<file path="config.mk">
export PLATFORM = sky130hd
export DESIGN_NAME = ic_prio_ctrl
export DESIGN_NICKNAME = d
export VERILOG_FILES = /design/src/rtl/ic_pkg.sv /design/src/rtl/ic_header.sv /design/src/rtl/ic_regs.sv /design/src/rtl/ic_target.sv /design/src/rtl/ic_prio_ctrl.sv
export SDC_FILE = /design/constraint.sdc
export NUM_CORES = 1
export LEC_CHECK = 0
export BUFFER_PORTS_ARGS = -buffer_cell sky130_fd_sc_hd__clkbuf_2
export CORE_ASPECT_RATIO = 1.5
export CORE_MARGIN = 2
export CORE_UTILIZATION = 60
export DETAILED_ROUTE_END_ITERATION = 10
export MAX_ROUTING_LAYER = met4
export PLACE_DENSITY = 0.79
export REMOVE_ABC_BUFFERS = 1
export SLEW_MARGIN = 20
export SYNTH_ARGS = -nofsm -noshare
export SYNTH_HDL_FRONTEND = slang
export SYNTH_SLANG_ARGS = --single-unit
</file>
<file path="constraint.sdc">
create_clock -name clk_i -period 3.2 [get_ports clk_i]
set_clock_uncertainty 0.2 [all_clocks]
set_input_delay 0.48 -clock clk_i [delete_from_list [all_inputs] [get_ports clk_i]]
set_output_delay 0.48 -clock clk_i [all_outputs]
set_load 0.02 [all_outputs]
</file>
<file path="src/rtl/ic_pkg.sv">
package ic_pkg;
  localparam int HDR_WORDS  = 12;
  localparam int PRIO_LEVELS = 4;
  localparam int HDR_BYTES  = HDR_WORDS * 4;
endpackage

</file>
<file path="src/rtl/ic_header.sv">
module ic_header #(
  parameter int LINES = 32,
  parameter int NODES = 2,
  parameter int HARTS = 2
) (
  input  logic [3:0]  idx_i,
  output logic [31:0] word_o
);
  import ic_pkg::*;
  localparam int ARR_B = LINES / 8;
  localparam int EN_B  = NODES * HARTS * ARR_B;

  always_comb begin
    case (idx_i)
      4'd0:  word_o = 32'(LINES);
      4'd1:  word_o = 32'(NODES);
      4'd2:  word_o = 32'(HARTS);
      4'd3:  word_o = 32'(PRIO_LEVELS);
      4'd4:  word_o = 32'(HDR_BYTES);
      4'd5:  word_o = 32'(ARR_B);
      4'd6:  word_o = 32'(HDR_BYTES + ARR_B);
      4'd7:  word_o = 32'(ARR_B);
      4'd8:  word_o = 32'(HDR_BYTES + 2 * ARR_B);
      4'd9:  word_o = 32'(ARR_B);
      4'd10: word_o = 32'(HDR_BYTES + 3 * ARR_B);
      4'd11: word_o = 32'(EN_B);
      default: word_o = '0;
    endcase
  end
endmodule

</file>
<file path="src/rtl/ic_regs.sv">
module ic_regs #(
  parameter int LINES  = 32,
  parameter int CTX    = 4,
  parameter int WIDX_W = 10
) (
  input  logic                  clk_i,
  input  logic                  rst_ni,
  input  logic [LINES-1:0]      line_i,
  input  logic                  wr_i,
  input  logic [WIDX_W-1:0]     widx_i,
  input  logic [31:0]           wdata_i,
  input  logic [31:0]           hdr_word_i,
  output logic [LINES-1:0]      pend_o,
  output logic [LINES-1:0]      prio0_o,
  output logic [LINES-1:0]      prio1_o,
  output logic [CTX*LINES-1:0]  en_o,
  output logic [31:0]           rdata_o
);
  import ic_pkg::*;
  localparam int LW      = LINES / 32;
  localparam int PEND_W  = HDR_WORDS;
  localparam int P0_W    = PEND_W + LW;
  localparam int P1_W    = P0_W + LW;
  localparam int EN_W    = P1_W + LW;

  logic [LINES-1:0]     pend_q, pend_d, clr;
  logic [LINES-1:0]     p0_q, p0_d, p1_q, p1_d;
  logic [CTX*LINES-1:0] en_q, en_d;

  // next state
  always_comb begin
    clr  = '0;
    p0_d = p0_q;
    p1_d = p1_q;
    en_d = en_q;
    for (int w = 0; w < LW; w++) begin
      if (wr_i && widx_i == WIDX_W'(PEND_W + w)) clr[w*32 +: 32]  = wdata_i;
      if (wr_i && widx_i == WIDX_W'(P0_W + w))   p0_d[w*32 +: 32] = wdata_i;
      if (wr_i && widx_i == WIDX_W'(P1_W + w))   p1_d[w*32 +: 32] = wdata_i;
      for (int c = 0; c < CTX; c++) begin
        if (wr_i && widx_i == WIDX_W'(EN_W + c * LW + w))
          en_d[c*LINES + w*32 +: 32] = wdata_i;
      end
    end
    // a high line wins over a clear in the same cycle
    pend_d = (pend_q & ~clr) | line_i;
  end

  // registers
  always_ff @(posedge clk_i or negedge rst_ni) begin
    if (!rst_ni) begin
      pend_q <= '0;
      p0_q   <= '0;
      p1_q   <= '0;
      en_q   <= '0;
    end else begin
      pend_q <= pend_d;
      p0_q   <= p0_d;
      p1_q   <= p1_d;
      en_q   <= en_d;
    end
  end

  // read mux
  always_comb begin
    rdata_o = '0;
    if (widx_i < WIDX_W'(HDR_WORDS)) rdata_o = hdr_word_i;
    for (int w = 0; w < LW; w++) begin
      if (widx_i == WIDX_W'(PEND_W + w)) rdata_o = pend_q[w*32 +: 32];
      if (widx_i == WIDX_W'(P0_W + w))   rdata_o = p0_q[w*32 +: 32];
      if (widx_i == WIDX_W'(P1_W + w))   rdata_o = p1_q[w*32 +: 32];
      for (int c = 0; c < CTX; c++) begin
        if (widx_i == WIDX_W'(EN_W + c * LW + w))
          rdata_o = en_q[c*LINES + w*32 +: 32];
      end
    end
  end

  assign pend_o  = pend_q;
  assign prio0_o = p0_q;
  assign prio1_o = p1_q;
  assign en_o    = en_q;
endmodule

</file>
<file path="src/rtl/ic_target.sv">
module ic_target #(
  parameter int LINES = 32
) (
  input  logic             clk_i,
  input  logic             rst_ni,
  input  logic [LINES-1:0] pend_i,
  input  logic [LINES-1:0] prio0_i,
  input  logic [LINES-1:0] prio1_i,
  input  logic [LINES-1:0] en_i,
  input  logic [1:0]       priv_i,
  output logic             irq_o
);
  logic [LINES-1:0] qual;
  logic             irq_d, irq_q;

  // bit-plane decode: M needs 11, H needs 1x, S needs any 1, U always
  always_comb begin
    case (priv_i)
      2'd3:    qual = prio0_i & prio1_i;
      2'd2:    qual = prio0_i;
      2'd1:    qual = prio0_i | prio1_i;
      default: qual = '1;
    endcase
    irq_d = |(pend_i & en_i & qual);
  end

  always_ff @(posedge clk_i or negedge rst_ni) begin
    if (!rst_ni) irq_q <= 1'b0;
    else         irq_q <= irq_d;
  end

  assign irq_o = irq_q;
endmodule

</file>
<file path="src/rtl/ic_prio_ctrl.sv">
module ic_prio_ctrl #(
  parameter int LINES  = 32,
  parameter int NODES  = 2,
  parameter int HARTS  = 2,
  parameter int ADDR_W = 12
) (
  input  logic                       clk_i,
  input  logic                       rst_ni,
  input  logic [LINES-1:0]           line_i,
  input  logic [2*NODES*HARTS-1:0]   priv_i,
  input  logic [ADDR_W-1:0]          bus_addr_i,
  input  logic                       bus_we_i,
  input  logic [31:0]                bus_wdata_i,
  output logic [31:0]                bus_rdata_o,
  output logic [NODES*HARTS-1:0]     irq_o
);
  localparam int CTX    = NODES * HARTS;
  localparam int WIDX_W = ADDR_W - 2;

  logic [WIDX_W-1:0]    widx;
  logic [31:0]          hdr_word;
  logic [LINES-1:0]     pend_w, prio0_w, prio1_w;
  logic [CTX*LINES-1:0] en_w;

  assign widx = bus_addr_i[ADDR_W-1:2];

  ic_header #(.LINES(LINES), .NODES(NODES), .HARTS(HARTS)) u_hdr (
    .idx_i  (widx[3:0]),
    .word_o (hdr_word)
  );

  ic_regs #(.LINES(LINES), .CTX(CTX), .WIDX_W(WIDX_W)) u_regs (
    .clk_i      (clk_i),
    .rst_ni     (rst_ni),
    .line_i     (line_i),
    .wr_i       (bus_we_i),
    .widx_i     (widx),
    .wdata_i    (bus_wdata_i),
    .hdr_word_i (hdr_word),
    .pend_o     (pend_w),
    .prio0_o    (prio0_w),
    .prio1_o    (prio1_w),
    .en_o       (en_w),
    .rdata_o    (bus_rdata_o)
  );

  for (genvar c = 0; c < CTX; c++) begin : g_ctx
    ic_target #(.LINES(LINES)) u_tgt (
      .clk_i   (clk_i),
      .rst_ni  (rst_ni),
      .pend_i  (pend_w),
      .prio0_i (prio0_w),
      .prio1_i (prio1_w),
      .en_i    (en_w[c*LINES +: LINES]),
      .priv_i  (priv_i[2*c +: 2]),
      .irq_o   (irq_o[c])
    );
  end
endmodule

</file>
# Word-level counts from Yosys, hierarchy flattened
# Memory sizes are Yosys's and may differ from the RTL's.
# Index checks and enable logic that the tools add are counted.
[op_classes]
eq_ne = 19
bitwise = 13
muxes = 13
shifts = 0
n_div = 0
n_reduce_logical = 11
order_cmp = 1
mul = 0
add_sub_neg = 0
[ops]
columns = ["cell", "count"]
rows = [
  ["$pmux W32 S3", 4],
  ["$and A32 B32 Y32", 10],
  ["$mux W32", 9],
  ["$reduce_or A32 Y1", 4],
  ["$or A32 B32 Y32", 2],
  ["$eq A10 B4 Y1 const B", 4],
  ["$not A32 Y32", 1],
  ["$eq A10 B5 Y1 const B", 3],
  ["$eq A2 B2 Y1 const B", 8],
  ["$lt A10 B4 Y1 const B", 1],
  ["$eq A2 B1 Y1 const B", 4],
  ["$logic_and A1 B1 Y1", 7],
]
[totals]
memories = 1
ram_bits = 0
regBits = 228
romBits = 80
word_cells = 69
latchBits = 0
[memory_table]
columns = ["memory", "words", "width", "rd", "rd_clocked_by_memory_dff", "wr", "line", "rtl"]
rows = [
  ["(no name shown)", 16, 5, 1, 0, 0, "ic_header.sv:14", "case (idx_i)"],
]

# Longest topological paths before layout
[depth]
word_depth = 9
mapped_depth = 11
mapped_depth_nobuf = 8

# Cells and area by module
# A second synthesis with hierarchy kept.
[hier_totals]
cells_unflattened = 1373
hier_area_um2 = 14428.8
[by_module_without_submodules]
columns = ["mod", "seq_area_each_um2", "area_per_inst_um2", "cells_each", "n_inst"]
rows = [
  ["ic_regs", 5605.4, 10674.0, 889, 1],
  ["ic_target", 25.0, 850.8, 109, 4],
  ["ic_header", 0.0, 351.6, 48, 1],
]

# Worst setup path after synthesis
# OpenSTA, ideal clock, no wires.
[synth_timing]
kind = "input to output"
from = "in bus_addr_i[2]"
to = "out bus_rdata_o[2]"
t_required_ps = 2520
path_stages = 9
t_arrival_ps = 2283
n_path_buf = 1
path_slack_ps = 237
cell_sequence = "inv_1 > ha_1 > inv_2 > nor3_2 > clkbuf_1 > a21oi_1 > o22ai_1 > a21oi_1 > a221oi_1"
[synth_between]
elab_chain_cells = 9
[synth_lines]
columns = ["element", "line", "rtl"]
rows = [
  ["start: declaration", "ic_prio_ctrl.sv:11", "input logic [ADDR_W-1:0] bus_addr_i,"],
  ["$lt A10 B4 Y1 / $mem_v2 Z16 W5 (equally long branches)", "-", ""],
  ["$mux W32", "ic_regs.sv:67", "if (widx_i < WIDX_W'(HDR_WORDS)) rdata_o = hdr_word_i;"],
  ["$mux W32", "ic_regs.sv:69", "if (widx_i == WIDX_W'(PEND_W + w)) rdata_o = pend_q[w*32 +: 32];"],
  ["$mux W32", "ic_regs.sv:70", "if (widx_i == WIDX_W'(P0_W + w)) rdata_o = p0_q[w*32 +: 32];"],
  ["$mux W32", "ic_regs.sv:71", "if (widx_i == WIDX_W'(P1_W + w)) rdata_o = p1_q[w*32 +: 32];"],
  ["$mux W32 (3 in series)", "ic_regs.sv:73", "if (widx_i == WIDX_W'(EN_W + c * LW + w))"],
  ["$mux W32 *", "ic_regs.sv:73", ""],
  ["end: declaration", "ic_prio_ctrl.sv:14", "output logic [31:0] bus_rdata_o,"],
]
# Mark *: on every way between the ends. The rest lies on a longest branch, timed or not.

# Worst setup path in the final report
[layout_timing]
from = "in bus_addr_i[2]"
to = "out bus_rdata_o[21]"
[layout_between]
elab_chain_cells = 8
[layout_lines]
columns = ["element", "line"]
rows = [
  ["$eq A10 B4 Y1", "ic_regs.sv:69"],
  ["$mux W32", "ic_regs.sv:69"],
  ["$mux W32", "ic_regs.sv:70"],
  ["$mux W32", "ic_regs.sv:71"],
  ["$mux W32 (3 in series)", "ic_regs.sv:73"],
  ["$mux W32 *", "ic_regs.sv:73"],
]
# Marked as above.

==> results_dict.tcl <==
set metrics [dict create \
    status "finished clean" \
    gr-usage-met2_pct 73.6 \
    max_freq_mhz 320 \
    floorplan.die.width_um 129 \
    yosys_register_bits 228 \
    insertion_delay_ns 0.54 \
    start_util_pct 60.9 \
    drive_above_1_share_pct 22.9 \
    finalSetupViolCount 0 \
    nets 1727 \
    tightest_slew_ns 0.777 \
    fin_crit_sh_pct 97.6 \
    die-height_um 191 \
    hp-class "in2reg" \
    slew_viol_final 0 \
    grt_max_degree 84 \
    via_count 14300 \
    fin_tns_setup_ns 0 \
    viasPerCell 7.38 \
    dpl.cell_count 1855 \
    wl_per_cell_um 29.9 \
    synthTopCellsByCount "228 x dfrtp_1, 175 x nand2_1, 173 x a21oi_1, 102 x mux2_1, 90 x mux2_2" \
    crit_fanout 17 \
    hold_viol 0 \
    synth_most_common_cell "dfrtp_1" \
    synth_cells 1470 \
    top_usage_layer "met2" \
    grt_first_pass_wirelength_um 86000 \
    fin_cells 1932 \
    netlist_area_mm2 0.0140 \
    grt_use_total_pct 48.6 \
    worstSetupPathType "in2out" \
    muxShareOfSynthArea_pct 15.5 \
    setup_ws_ns 0.0770 \
    dieArea_mm2 0.0246 \
    cts_max_level 1 \
    synth_compound_area_share_pct 25.5 \
    cp.arrival_ns 2.44 \
    synthTopCellsByArea "dfrtp_1 41%, mux2_1 8.2%, mux2_2 7.2%, a21oi_1 6.2%, nand2_1 4.7%" \
    coreArea_mm2 0.0230 \
    cts_tree "yes" \
    rows 68 \
    p_leak_nw 7.49 \
    grt_antenna_before_repair 0 \
    area_growth_pct 18.4 \
    synth_cell_types 70 \
    grt_pass1_vias 14100 \
    drc_errors 0 \
    synth_area_leader_cell "dfrtp_1" \
    clk_path_buf_depth 3 \
    yosysTopAreaCellShare_pct 40.8 \
    yosys_warnings 0 \
    crit_required_ns 2.52 \
    ys_async_sr_fraction_pct 100 \
    dpl.hpwl_um 40800 \
    pin_count 123 \
    synth-edff-count 0 \
    antenna_cells 0 \
    powerDensity_mw_per_mm2 405 \
    pre_cts_ws_ns -0.0232 \
    grtUsageMet3_pct 11.8 \
    dr.first_iter.drc_count 1900 \
    antenna_left 0 \
    synth_ff_type "dfrtp_1" \
    synth-xor-area-share_pct 0 \
    maxCapViolCount 0 \
    ys_seq_area_share_pct 40.8 \
    synth_top_family_by_area "compound AO/OA/AOI/OAI gates" \
    yosys.area_share.simple_pct 12.5 \
    cts_root_buffer "clkbuf_16" \
    crit_path_start_kind "primary input" \
    numPortBuffers 120 \
    slew_headroom_pct 47.9 \
    synthAdderAreaFrac_pct 0.734 \
    clk_pin_slew_ns 0.06 \
    grt-ovfl-total 0 \
    fin_crit_ns 3.12 \
    grtUsageMet1_pct 56.2 \
    max-vdd-ir-drop_mv 0.482 \
    gp_congestion 1.06 \
    avgSynthCellArea_um2 9.51 \
    postPlaceCellArea_mm2 0.0153 \
    clock_sinks 228 \
    design_area_mm2 0.0165 \
    final_core_util_pct 72.0 \
    wirelength_um 57800 \
    firstDrtPassIters 8 \
    cts-buffers-inserted 24 \
    rsz0062_at_grt "true" \
    end_kind "primary output" \
]
timing repair:
action | in CTS | in global routing
hold buffers | 33 | 0
pin swaps | 1 | 0
setup endpoints to repair | 13 | 13
buffers inserted | 0 | 1
resized for setup | 1 | 12
hold endpoints to repair | 110 | 0
per-layer routing:
metal	up-vias	part of all wire, %
met1	6784	34
met3	415	11
met5	-	0
met4	0	9.8
met2	1153	44
li1	5900	-
critical path, stage by stage:
cell and delay (ns):
buf_2 0.15, inv_1 0.09, ha_1 0.23, nor3b_4 0.17, nor2b_4 0.15, buf_12 0.17
a221o_1 0.30, o211ai_1 0.10, o21ai_1 0.10, a221o_1 0.31, buf_2 0.17
final timing paths:
check                                         startpoint                              to  slack, ns  cells after the start
max reg2reg                u_regs.prio0_o[4]$_DFFE_PN0P_  g_ctx[1].u_tgt.irq_o$_DFF_PN0_       0.51                      7
min                                      bus_wdata_i[25]  u_regs.prio1_o[25]$_DFFE_PN0P_       0.05                      2
min reg2reg                  u_regs.en_o[55]$_DFFE_PN0P_     u_regs.en_o[55]$_DFFE_PN0P_       0.32                      1
max                                        bus_addr_i[2]                 bus_rdata_o[21]       0.08                     11
max in group asynchronous                         rst_ni      u_regs.en_o[1]$_DFFE_PN0P_       1.75                      3
min in group asynchronous                         rst_ni      u_regs.pend_o[0]$_DFF_PN0_       0.35                      2
report_power, final:
| part | switching (mW) | leakage [nW] | internal (mW) |
|---|---|---|---|
| clock | 1.21 | 0.418 | 1.86 |
| sequential | 0.0509 | 3.01 | 2.92 |
| combinational | 0.426 | 4.06 | 0.237 |
area by class of cell:
class,count,area (um^2)
clock buffer,29,651
clock inverter,14,211
fill,1693,6420
inverter,32,120
multi-input combinational,1095,7630
sequential,228,5710
tap,280,350
timing repair buffer,254,1880
registers in the layout (all words and copies together), names as in the netlist:
register and flops:
u_regs.en_o 128, u_regs.pend_o 32, u_regs.prio0_o 32, u_regs.prio1_o 32, g_ctx.u_tgt.irq_o 4
kinds of logic after synthesis:
group	count (synthesis)
DFF	228
adders and majority gates	9
muxes	193
AOI/OAI and AO/OA	522
buffers and inverters	147
and+or+nand+nor	371
placed cells by master (no fill, tap or decap), types with 6 or more instances in the layout:
master and count:
nor4_1 18, a221oi_1 22, a22oi_1 9, a211o_1 9, a222oi_1 11, nand2_1 175
a211oi_1 29, o21ai_1 8, mux2_1 102, buf_4 86, mux2_2 90, buf_12 14
o22ai_1 33, dfrtp_1 228, a21boi_0 27, nand4_1 23, o21ai_0 25, o211ai_1 41
nor2_1 82, inv_1 29, a21oi_1 173, o2111ai_1 41, a221o_1 10, a21o_1 45
clkbuf_2 117, nand2b_1 15, nand3_1 21, dlygate4sd3_1 33, clkbuf_16 25, a31oi_1 6
per-stage QoR:
step / power, mW / hold slack, ns
6_report: 6.71 / 0.0500
5_1_grt: 6.88 / 0.0638
4_1_cts: 6.69 / 0.0421
3_5_place_dp: 3.63 / 0.306
3_3_place_gp: 3.61 / 0.298
2_1_floorplan: 3.22 / -0.0156
No activity file was read; power rests on OpenSTA's default activity.
